`src/rtl/can_ts_pkg.sv`:
```
package can_ts_pkg;

  localparam int DEF_TS_W  = 16;
  localparam int DEF_BUF_W = 4;

  // Kind of completion seen in one cycle
  typedef enum logic [1:0] {
    EV_NONE = 2'b00,
    EV_RX   = 2'b01,
    EV_TX   = 2'b10,
    EV_BOTH = 2'b11
  } ev_kind_t;

endpackage

```
`src/rtl/cts_bit_counter.sv`:
```
module cts_bit_counter #(
  parameter int TS_W = 16
) (
  input  logic            clk,
  input  logic            rst_n,
  input  logic            tick_i,
  input  logic            clear_i,
  output logic [TS_W-1:0] count_o
);

  logic [TS_W-1:0] cnt_q, cnt_d;
  logic            cnt_en;

  // The clear takes priority over a tick on the same edge
  always_comb begin
    cnt_en = clear_i | tick_i;
    if (clear_i) cnt_d = '0;
    else         cnt_d = cnt_q + TS_W'(1);   // wraps naturally
  end

  always_ff @(posedge clk or negedge rst_n) begin
    if (!rst_n)      cnt_q <= '0;
    else if (cnt_en) cnt_q <= cnt_d;
  end

  assign count_o = cnt_q;

endmodule

```
`src/rtl/cts_event_sel.sv`:
```
module cts_event_sel
  import can_ts_pkg::*;
#(
  parameter int BUF_W    = 4,
  parameter int SYNC_BUF = 0
) (
  input  logic             rx_done,
  input  logic [BUF_W-1:0] rx_buf,
  input  logic             tx_done,
  input  logic [BUF_W-1:0] tx_buf,
  input  logic             sync_en,
  output ev_kind_t         kind_o,
  output logic             clear_o
);

  localparam logic [BUF_W-1:0] SYNC_IDX = BUF_W'(SYNC_BUF);

  logic rx_on_sync, tx_on_sync;

  always_comb begin
    rx_on_sync = rx_done && (rx_buf == SYNC_IDX);
    tx_on_sync = tx_done && (tx_buf == SYNC_IDX);
    clear_o    = sync_en && (rx_on_sync || tx_on_sync);
    unique case ({tx_done, rx_done})
      2'b01:   kind_o = EV_RX;
      2'b10:   kind_o = EV_TX;
      2'b11:   kind_o = EV_BOTH;
      default: kind_o = EV_NONE;
    endcase
  end

endmodule

```
`src/rtl/cts_stamp_fifo.sv`:
```
module cts_stamp_fifo #(
  parameter int W     = 20,
  parameter int DEPTH = 4
) (
  input  logic         clk,
  input  logic         rst_n,
  input  logic         push_a,
  input  logic [W-1:0] data_a,
  input  logic         push_b,
  input  logic [W-1:0] data_b,
  output logic         valid_o,
  output logic [W-1:0] head_o
);

  localparam int PW = (DEPTH > 1) ? $clog2(DEPTH) : 1;
  localparam int LW = $clog2(DEPTH + 1);

  logic [W-1:0]  mem [DEPTH];
  logic [PW-1:0] wr_q, wr_d, rd_q, rd_d;
  logic [LW-1:0] lvl_q, lvl_d;
  logic [LW:0]   room;
  logic          acc_a, acc_b, pop;

  // Entry a is older than entry b; pushes beyond free room are dropped
  always_comb begin
    room  = (LW+1)'(DEPTH) - {1'b0, lvl_q};
    acc_a = push_a && (room != '0);
    acc_b = push_b && acc_a && (room > (LW+1)'(1));
    pop   = (lvl_q != '0);
    wr_d  = wr_q + PW'(acc_a) + PW'(acc_b);
    rd_d  = rd_q + PW'(pop);
    lvl_d = lvl_q + LW'(acc_a) + LW'(acc_b) - LW'(pop);
  end

  always_ff @(posedge clk or negedge rst_n) begin
    if (!rst_n) begin
      wr_q  <= '0;
      rd_q  <= '0;
      lvl_q <= '0;
    end else begin
      wr_q  <= wr_d;
      rd_q  <= rd_d;
      lvl_q <= lvl_d;
    end
  end

  for (genvar i = 0; i < DEPTH; i++) begin : g_slot
    logic         sel_a, sel_b, slot_en;
    logic [W-1:0] slot_d;
    always_comb begin
      sel_a   = acc_a && (wr_q == PW'(i));
      sel_b   = acc_b && ((wr_q + PW'(1)) == PW'(i));
      slot_en = sel_a | sel_b;
      slot_d  = sel_a ? data_a : data_b;
    end
    always_ff @(posedge clk or negedge rst_n) begin
      if (!rst_n)       mem[i] <= '0;
      else if (slot_en) mem[i] <= slot_d;
    end
  end

  assign valid_o = pop;
  assign head_o  = mem[rd_q];

endmodule

```
`src/rtl/can_bittime_stamp.sv`:
```
module can_bittime_stamp
  import can_ts_pkg::*;
#(
  parameter int TS_W     = DEF_TS_W,
  parameter int BUF_W    = DEF_BUF_W,
  parameter int SYNC_BUF = 0,
  parameter int Q_DEPTH  = 4
) (
  input  logic             clk,
  input  logic             rst_n,
  input  logic             bit_tick,
  input  logic             rx_done,
  input  logic [BUF_W-1:0] rx_buf,
  input  logic             tx_done,
  input  logic [BUF_W-1:0] tx_buf,
  input  logic             sync_en,
  output logic [TS_W-1:0]  count_o,
  output logic [TS_W-1:0]  stamp_o,
  output logic             stamp_we,
  output logic [BUF_W-1:0] stamp_buf
);

  localparam int ITEM_W = BUF_W + TS_W;

  ev_kind_t          kind;
  logic              clear;
  logic [TS_W-1:0]   cnt;
  logic              push_a, push_b;
  logic [ITEM_W-1:0] item_a, item_b, head;
  logic              head_vld;

  cts_event_sel #(.BUF_W(BUF_W), .SYNC_BUF(SYNC_BUF)) u_sel (
    .rx_done (rx_done),
    .rx_buf  (rx_buf),
    .tx_done (tx_done),
    .tx_buf  (tx_buf),
    .sync_en (sync_en),
    .kind_o  (kind),
    .clear_o (clear)
  );

  cts_bit_counter #(.TS_W(TS_W)) u_cnt (
    .clk     (clk),
    .rst_n   (rst_n),
    .tick_i  (bit_tick),
    .clear_i (clear),
    .count_o (cnt)
  );

  // The capture uses the count from before this edge, so a buffer-0
  // event stamps the value that is about to be cleared
  always_comb begin
    push_a = (kind != EV_NONE);
    push_b = (kind == EV_BOTH);
    item_a = (kind == EV_TX) ? {tx_buf, cnt} : {rx_buf, cnt};
    item_b = {tx_buf, cnt};
  end

  cts_stamp_fifo #(.W(ITEM_W), .DEPTH(Q_DEPTH)) u_q (
    .clk     (clk),
    .rst_n   (rst_n),
    .push_a  (push_a),
    .data_a  (item_a),
    .push_b  (push_b),
    .data_b  (item_b),
    .valid_o (head_vld),
    .head_o  (head)
  );

  assign count_o   = cnt;
  assign stamp_we  = head_vld;
  assign stamp_o   = head[TS_W-1:0];
  assign stamp_buf = head[ITEM_W-1:TS_W];

endmodule

```
`config.mk`:
```
export PLATFORM = sky130hd
export DESIGN_NAME = can_bittime_stamp
export DESIGN_NICKNAME = d
export VERILOG_FILES = /design/src/rtl/can_ts_pkg.sv /design/src/rtl/cts_bit_counter.sv /design/src/rtl/cts_event_sel.sv /design/src/rtl/cts_stamp_fifo.sv /design/src/rtl/can_bittime_stamp.sv
export SDC_FILE = /design/constraint.sdc
export NUM_CORES = 1
export LEC_CHECK = 0
export ABC_AREA = 1
export BUFFER_PORTS_ARGS = -buffer_cell sky130_fd_sc_hd__buf_2
export CAP_MARGIN = 5
export CORE_AREA = 2 2 122 124
export CTS_BUF_LIST = sky130_fd_sc_hd__clkbuf_4 sky130_fd_sc_hd__clkbuf_8
export DETAILED_ROUTE_END_ITERATION = 10
export DIE_AREA = 0 0 124 126
export PLACE_DENSITY = 0.69
export SLEW_MARGIN = 25
export SYNTH_ARGS = -nofsm -noshare
export SYNTH_HDL_FRONTEND = slang
export SYNTH_SLANG_ARGS = --single-unit
```
`constraint.sdc`:
```
create_clock -name clk -period 3.05 [get_ports clk]
set_clock_uncertainty 0.15 [all_clocks]
set_input_delay 0.305 -clock clk [delete_from_list [all_inputs] [get_ports clk]]
set_output_delay 0.305 -clock clk [all_outputs]
set_load 0.005 [all_outputs]
```
# After elaboration in Yosys (flattened, before gate mapping)
# Index checks and enable logic that the tools add are counted.
dict set report op_classes {
  bitwise_logic 6
  order_cmp 2
  eq_ne 11
  n_reduce_logical 22
  add_sub_neg 9
  muxes 10
}
# op n
set ops {}
lappend ops {{$mux 20} 7}
lappend ops {{$bmux 20 s2} 1}
lappend ops {{$add 16x1->16 const B} 1}
lappend ops {{$eq 2x2->1 const B} 8}
lappend ops {{$mux 16} 1}
lappend ops {{$logic_and 1x1->1} 14}
lappend ops {{$logic_not 4->1} 2}
lappend ops {{$add 2x1->2} 3}
lappend ops {{$add 3x1->3} 2}
lappend ops {{$eq 2x1->1 const B} 3}
lappend ops {{$pmux 2 s3} 1}
lappend ops {{$or 1x1->1} 5}
lappend ops {{$gt 4x1->1 const B} 1}
lappend ops {{$logic_not 2->1} 2}
lappend ops {{$reduce_bool 4->1} 1}
lappend ops {{$sub 3x3->4 const A} 1}
lappend ops {{$ge 3x3->1 const B} 1}
lappend ops {{$not 2->3} 1}
lappend ops {{$reduce_bool 3->1} 1}
lappend ops {{$sub 3x1->3} 1}
lappend ops {{$add 2x1->2 const B} 1}
lappend ops {{$reduce_bool 2->1} 1}
lappend ops {{$logic_or 1x1->1} 1}
dict set report word_totals {
  output_inout_bits 37
  reg_bits 103
  elab_cells 68
  in_bits 14
}

# Logic depth before layout (Yosys ltp)
dict set report depth {
  depth_word 8
  ltp_mapped 13
}

# Hierarchy
# Synthesis repeated with hierarchy kept, for this count alone.
dict set report hier_totals {
  cells_unflattened 944
  hier_area_um2 6454.9
}
# module instances seq_area_each_um2 cells_per_inst area_each_um2
set modules_own_cells {}
lappend modules_own_cells {cts_stamp_fifo 1 2177.1 788 5416.4}
lappend modules_own_cells {cts_bit_counter 1 400.4 129 923.4}
lappend modules_own_cells {can_bittime_stamp 1 0.0 17 73.8}
lappend modules_own_cells {cts_event_sel 1 0.0 10 41.3}

# Least setup slack after synthesis
# No wires, ideal clock.
dict set report synth_timing {
  kind {register to register}
  from {reg u_q.lvl_q[0]}
  to {reg u_q.lvl_q[2]}
  synth_period_minus_slack_ns 2.870
  t_arrival_ns 2.599
  setup_time_ns 0.122
  path_stages_with_launch 12
  t_required_ns 2.778
  setup_slack_ns 0.180
  cell_sequence {dfrtp_1 nor2_1 ha_1 nand3_2 buf_6 buf_2 nand2_1 ha_1 inv_1 fa_1 fa_1 xor2_1}
}
dict set report synth_between {
  elab_chain_cells 7
  elab_cells_between_ends 10
}
# item line_no
set synth_lines {}
lappend synth_lines {{start: declaration} cts_stamp_fifo.sv:20} ;# logic [LW-1:0] lvl_q, lvl_d;
lappend synth_lines {{start signal: assignment} cts_stamp_fifo.sv:43} ;# lvl_q <= lvl_d;
lappend synth_lines {{branches (longest 6 deep; another with $sub 3x3->4)} n/a}
lappend synth_lines {{$sub 3x1->3 *} cts_stamp_fifo.sv:32} ;# lvl_d = lvl_q + LW'(acc_a) + LW'(acc_b) - LW'(pop);
lappend synth_lines {{via u_q.lvl_d[2]} cts_stamp_fifo.sv:20}
# Mark *: on every way through the listed nets, which the timed path passes.
# A chain may end at the register's enable or synchronous reset.

# Final worst setup path
# Same ends and word-level chain as after synthesis.

==> impl_results.md <==
- Run status: completed
- Share of flip-flops with an asynchronous set or reset: 100%
- Fraction of final layout cells sized beyond drive strength 1: a little over an eighth
- Power share of the clock group: between 10% and 20%
- Antenna violations before repair: 0
- Die X-Extent: around 120 um
- Diodes inserted: 0
- Mapped Cells: around 730
- Hold Buf Count CTS: 1
- Timing startpoint of the critical path: u_q.lvl_q[0]
- Power consumption: 0.00648 W
- Int Pwr: roughly 0.0036 W
- Buffers from clock root to sink, at most: 2
- Reg2reg end: u_q.lvl_q[2]
- Net load switching power: approximately 0.0029 W
- Worst path slowest cell: sky130_fd_sc_hd__dfrtp_1
- Post-synthesis instance area: ~0.0056 sq mm
- DR DRC count: 0
- Commonest non-fill, non-tap cell in the layout: sky130_fd_sc_hd__nand2_1
- Sw Ratio: between 40% and 50%
- Post-detailed-placement half-perimeter wirelength: between 9000 and 10000 um
- Count of final setup violators: 0
- Yosys top cell by area: sky130_fd_sc_hd__dfrtp_1
- Type of the tightest min-delay check: input port to register
- Final hold violation count: 0
- Via count of the first global-routing pass: between 4000 and 5000
- Endpoint required time on the critical path: ~3.2 ns
- Total routing resource utilization after global routing: between 20 and 25%
- Antenna viol nets, final: 0
- DR iter-0 viols: between 300 and 400
- Count of buffers from port buffering: 50
- Most used cells in the layout excluding fill and tap cells: 217 x sky130_fd_sc_hd__nand2_1, 112 x sky130_fd_sc_hd__nand3_1, 103 x sky130_fd_sc_hd__dfrtp_1
- Via/cell ratio: roughly 5.3
- Vias: about 5000
- Number of clock sinks seen by CTS: roughly 100
- Longest individual stage delay on the worst path: between 0.4 and 0.5 ns
- I/O pin cnt: around 50
- Count of buffers added by post-CTS timing repair for setup: 0
- Number of max-cap violations: 0
- Power density of the placed cells: approximately 1100 mW/mm^2
- Average wire per standard cell: 16.1 um
- Clock Latency Late Sink: ~0.38 ns
- Layout-stage area growth over the synthesis result: 7.88%
- Routability cong.: between 0.8 and 0.9
- Clock period minus final worst setup slack: 2.58 ns
- Number of gates resized after cts: 0
- Die outline height: roughly 130 um
- Worst Reg-to-Reg Cells: 9
- Area of the multi-input gates: between 0.002 and 0.0025 sq mm
- FF-to-FF Start: u_q.lvl_q[0]
- Leading post-synthesis cells by cell area: sky130_fd_sc_hd__dfrtp_1 46%, sky130_fd_sc_hd__nand2_1 15%, sky130_fd_sc_hd__nand3_1 10%, sky130_fd_sc_hd__nor2_1 4.8%, sky130_fd_sc_hd__o21ai_0 4.0%
- Number of clock buffers inserted by TritonCTS: 9
- CTS HTree Levels: 3
- Peak Freq: 388 MHz
- Worst Tran Pin Value: 0.670 ns
- Register area: around 0.0026 sq mm
- Cell at the root of the clock tree: sky130_fd_sc_hd__clkbuf_8
- Setup repair after global routing missed its margin: false
- Average instance area after synthesis: between 7 and 8 sq um
- Nature of the critical path endpoint: register
- Summed negative setup slack over all endpoints: 0 ns
- Worst Setup Path Type: register to register
- Post-synth EDFFs: 0
- Endpoint of the worst setup timing path: u_q.lvl_q[2]
- Worst slew margin relative to its limit: 55.4%
- Combinational share of power: around 48%
- Number of placement rows: between 40 and 50
- Final wirelength: around 15000 um
- Total gr overflow: 0
- Maximum number of pins on one net before global-route repair: 51
- Area share of the largest cell type after synthesis: 46.0%
- Proportion of synthesized chip area in sequential cells: 46.0%
- Count of synthesis-stage warnings from yosys: 0
- Cell-by-cell listing of the critical path: nor2_1 -> ha_1 -> nand3_2 -> nand2_1 -> ha_1 -> inv_1 -> fa_1 -> fa_1 -> xor2_1
- Number of nets in the final layout: approximately 770
- Leakage: between 3 and 4 nW
- Max FO, Critical Path: 4
- Setup slack, reg-to-reg: roughly 0.47 ns
- Number of max-slew violations in the final report: 0
- Main flop type after synthesis: sky130_fd_sc_hd__dfrtp_1
- Worst vdd rail ir drop: between 400 and 500 uV
- Core region area: around 0.014 sq mm
- Number of synthesized register bits: around 100
- Total Die Area: between 0.015 and 0.02 sq mm
- Distinct cells, synth: 26
- Startpoint type of the worst setup path: register
- Nets in the synthesized netlist: between 700 and 800
- Clock tree from TritonCTS: done
- First-pass GRT wire length: between 20000 and 30000 um
- DRT Pass-1 Iters: 7
- Final cycle utilization of the critical path: around 84%
- Clock transition at the registers of the reported paths: ~0.090 ns
- Arrival time reported for the critical path endpoint: 2.70 ns
- Relative contribution of sequential cells to total power: between 30% and 40%
- Starting Density: between 30% and 40%
- Fillers: 1497
==> stage by stage <==
step                      area, sq um  std cells  hold slack (ns)  utilization (%)  setup WS (ns)
after floorplan                  5600        733           -0.141                -          0.180
after global placement           5820        917            0.241             40.6          0.484
after detailed placement         5820        917            0.240             40.6          0.463
after CTS                        6040        933           0.0839             42.2          0.449
after global routing             6040        933           0.0996             42.2          0.348
final                            6040        933           0.0960             42.2          0.473
==> routing by layer <==
| layer | global-route usage, % | up-vias | part of all wire, % | wire length (um) |
|---|---|---|---|---|
| li1 | - | 2397 | - | - |
| met1 | 29.2 | 2349 | 44 | 6660 |
| met2 | 31.8 | 171 | 47 | 7000 |
| met3 | 2.76 | 34 | 6.1 | 919 |
| met4 | 8.66 | 0 | 3.1 | 464 |
| met5 | 0 | - | 0 | 0 |
==> cell type report <==
class,count,share of cell area (%)
Sequential cell,103,42.6
Multi-Input combinational cell,522,40.7
Timing Repair Buffer,69,6.79
Tap cell,184,3.81
Inverter,40,2.48
Clock buffer,11,2.30
Clock inverter,4,1.32
==> power groups by stage <==
stage / Combinational (W) / Clock [W] / Sequential [W]
2_1_floorplan: 0.00236 / 0 / 0.00223
3_3_place_gp: 0.00304 / 0 / 0.00242
3_5_place_dp: 0.00310 / 0 / 0.00242
4_1_cts: 0.00312 / 0.000980 / 0.00240
5_1_grt: 0.00354 / 0.00104 / 0.00249
6_report: 0.00310 / 0.000966 / 0.00241
==> worst min-delay path by stage <==
stage / from / to / slack (ns) / cells past startpoint
after detailed placement: rst_n / u_q.mem[63] / 0.24 / 1
after global routing: bit_tick / u_cnt.count_o[1] / 0.1 / 3
after global placement: rst_n / u_q.mem[63] / 0.24 / 1
after CTS: bit_tick / u_cnt.count_o[1] / 0.08 / 3
after floorplan: rst_n / u_cnt.count_o[0] / -0.14 / 0
final: bit_tick / u_cnt.count_o[1] / 0.1 / 3
==> Yosys cell counts (4+ instances only) <==
cell type and number:
sky130_fd_sc_hd__clkbuf_1 17, sky130_fd_sc_hd__ha_1 5, sky130_fd_sc_hd__a21oi_1 8, sky130_fd_sc_hd__buf_6 7, sky130_fd_sc_hd__inv_2 4, sky130_fd_sc_hd__o21ai_0 45, sky130_fd_sc_hd__nand3_1 112, sky130_fd_sc_hd__buf_2 21
sky130_fd_sc_hd__inv_1 36, sky130_fd_sc_hd__o22ai_1 20, sky130_fd_sc_hd__nor2_1 71, sky130_fd_sc_hd__nand4_1 22, sky130_fd_sc_hd__dfrtp_1 103, sky130_fd_sc_hd__buf_4 22, sky130_fd_sc_hd__nand2_1 217
==> worst max-delay path: cells and delay by family (launching register included) <==
| kind | cells | cell delay [ns] |
|---|---|---|
| XOR/XNOR | 1 | 0.17 |
| adder cells (fa/ha/maj) | 4 | 1.33 |
| buffers and inverters | 1 | 0.05 |
| flip-flops | 1 | 0.44 |
| AND/OR/NAND/NOR | 3 | 0.35 |
==> sequential cells by signal (all words and copies together) (netlist names) <==
register / count
u_cnt.count_o: 16
u_q.lvl_q: 3
u_q.rd_q: 2
u_q.mem: 80
u_q.wr_q: 2
==> cells by family after synthesis <==
| group | count (synthesis) | synth area share [%] |
|---|---|---|
| compound gates | 73 | 6.97 |
| xor+xnor | 4 | 0.625 |
| fa+ha+maj | 8 | 2.19 |
| buf+inv | 108 | 10.1 |
| flops | 103 | 46.0 |
| simple gates | 437 | 34.1 |
Note: power is estimated with default switching activity, not from simulation.
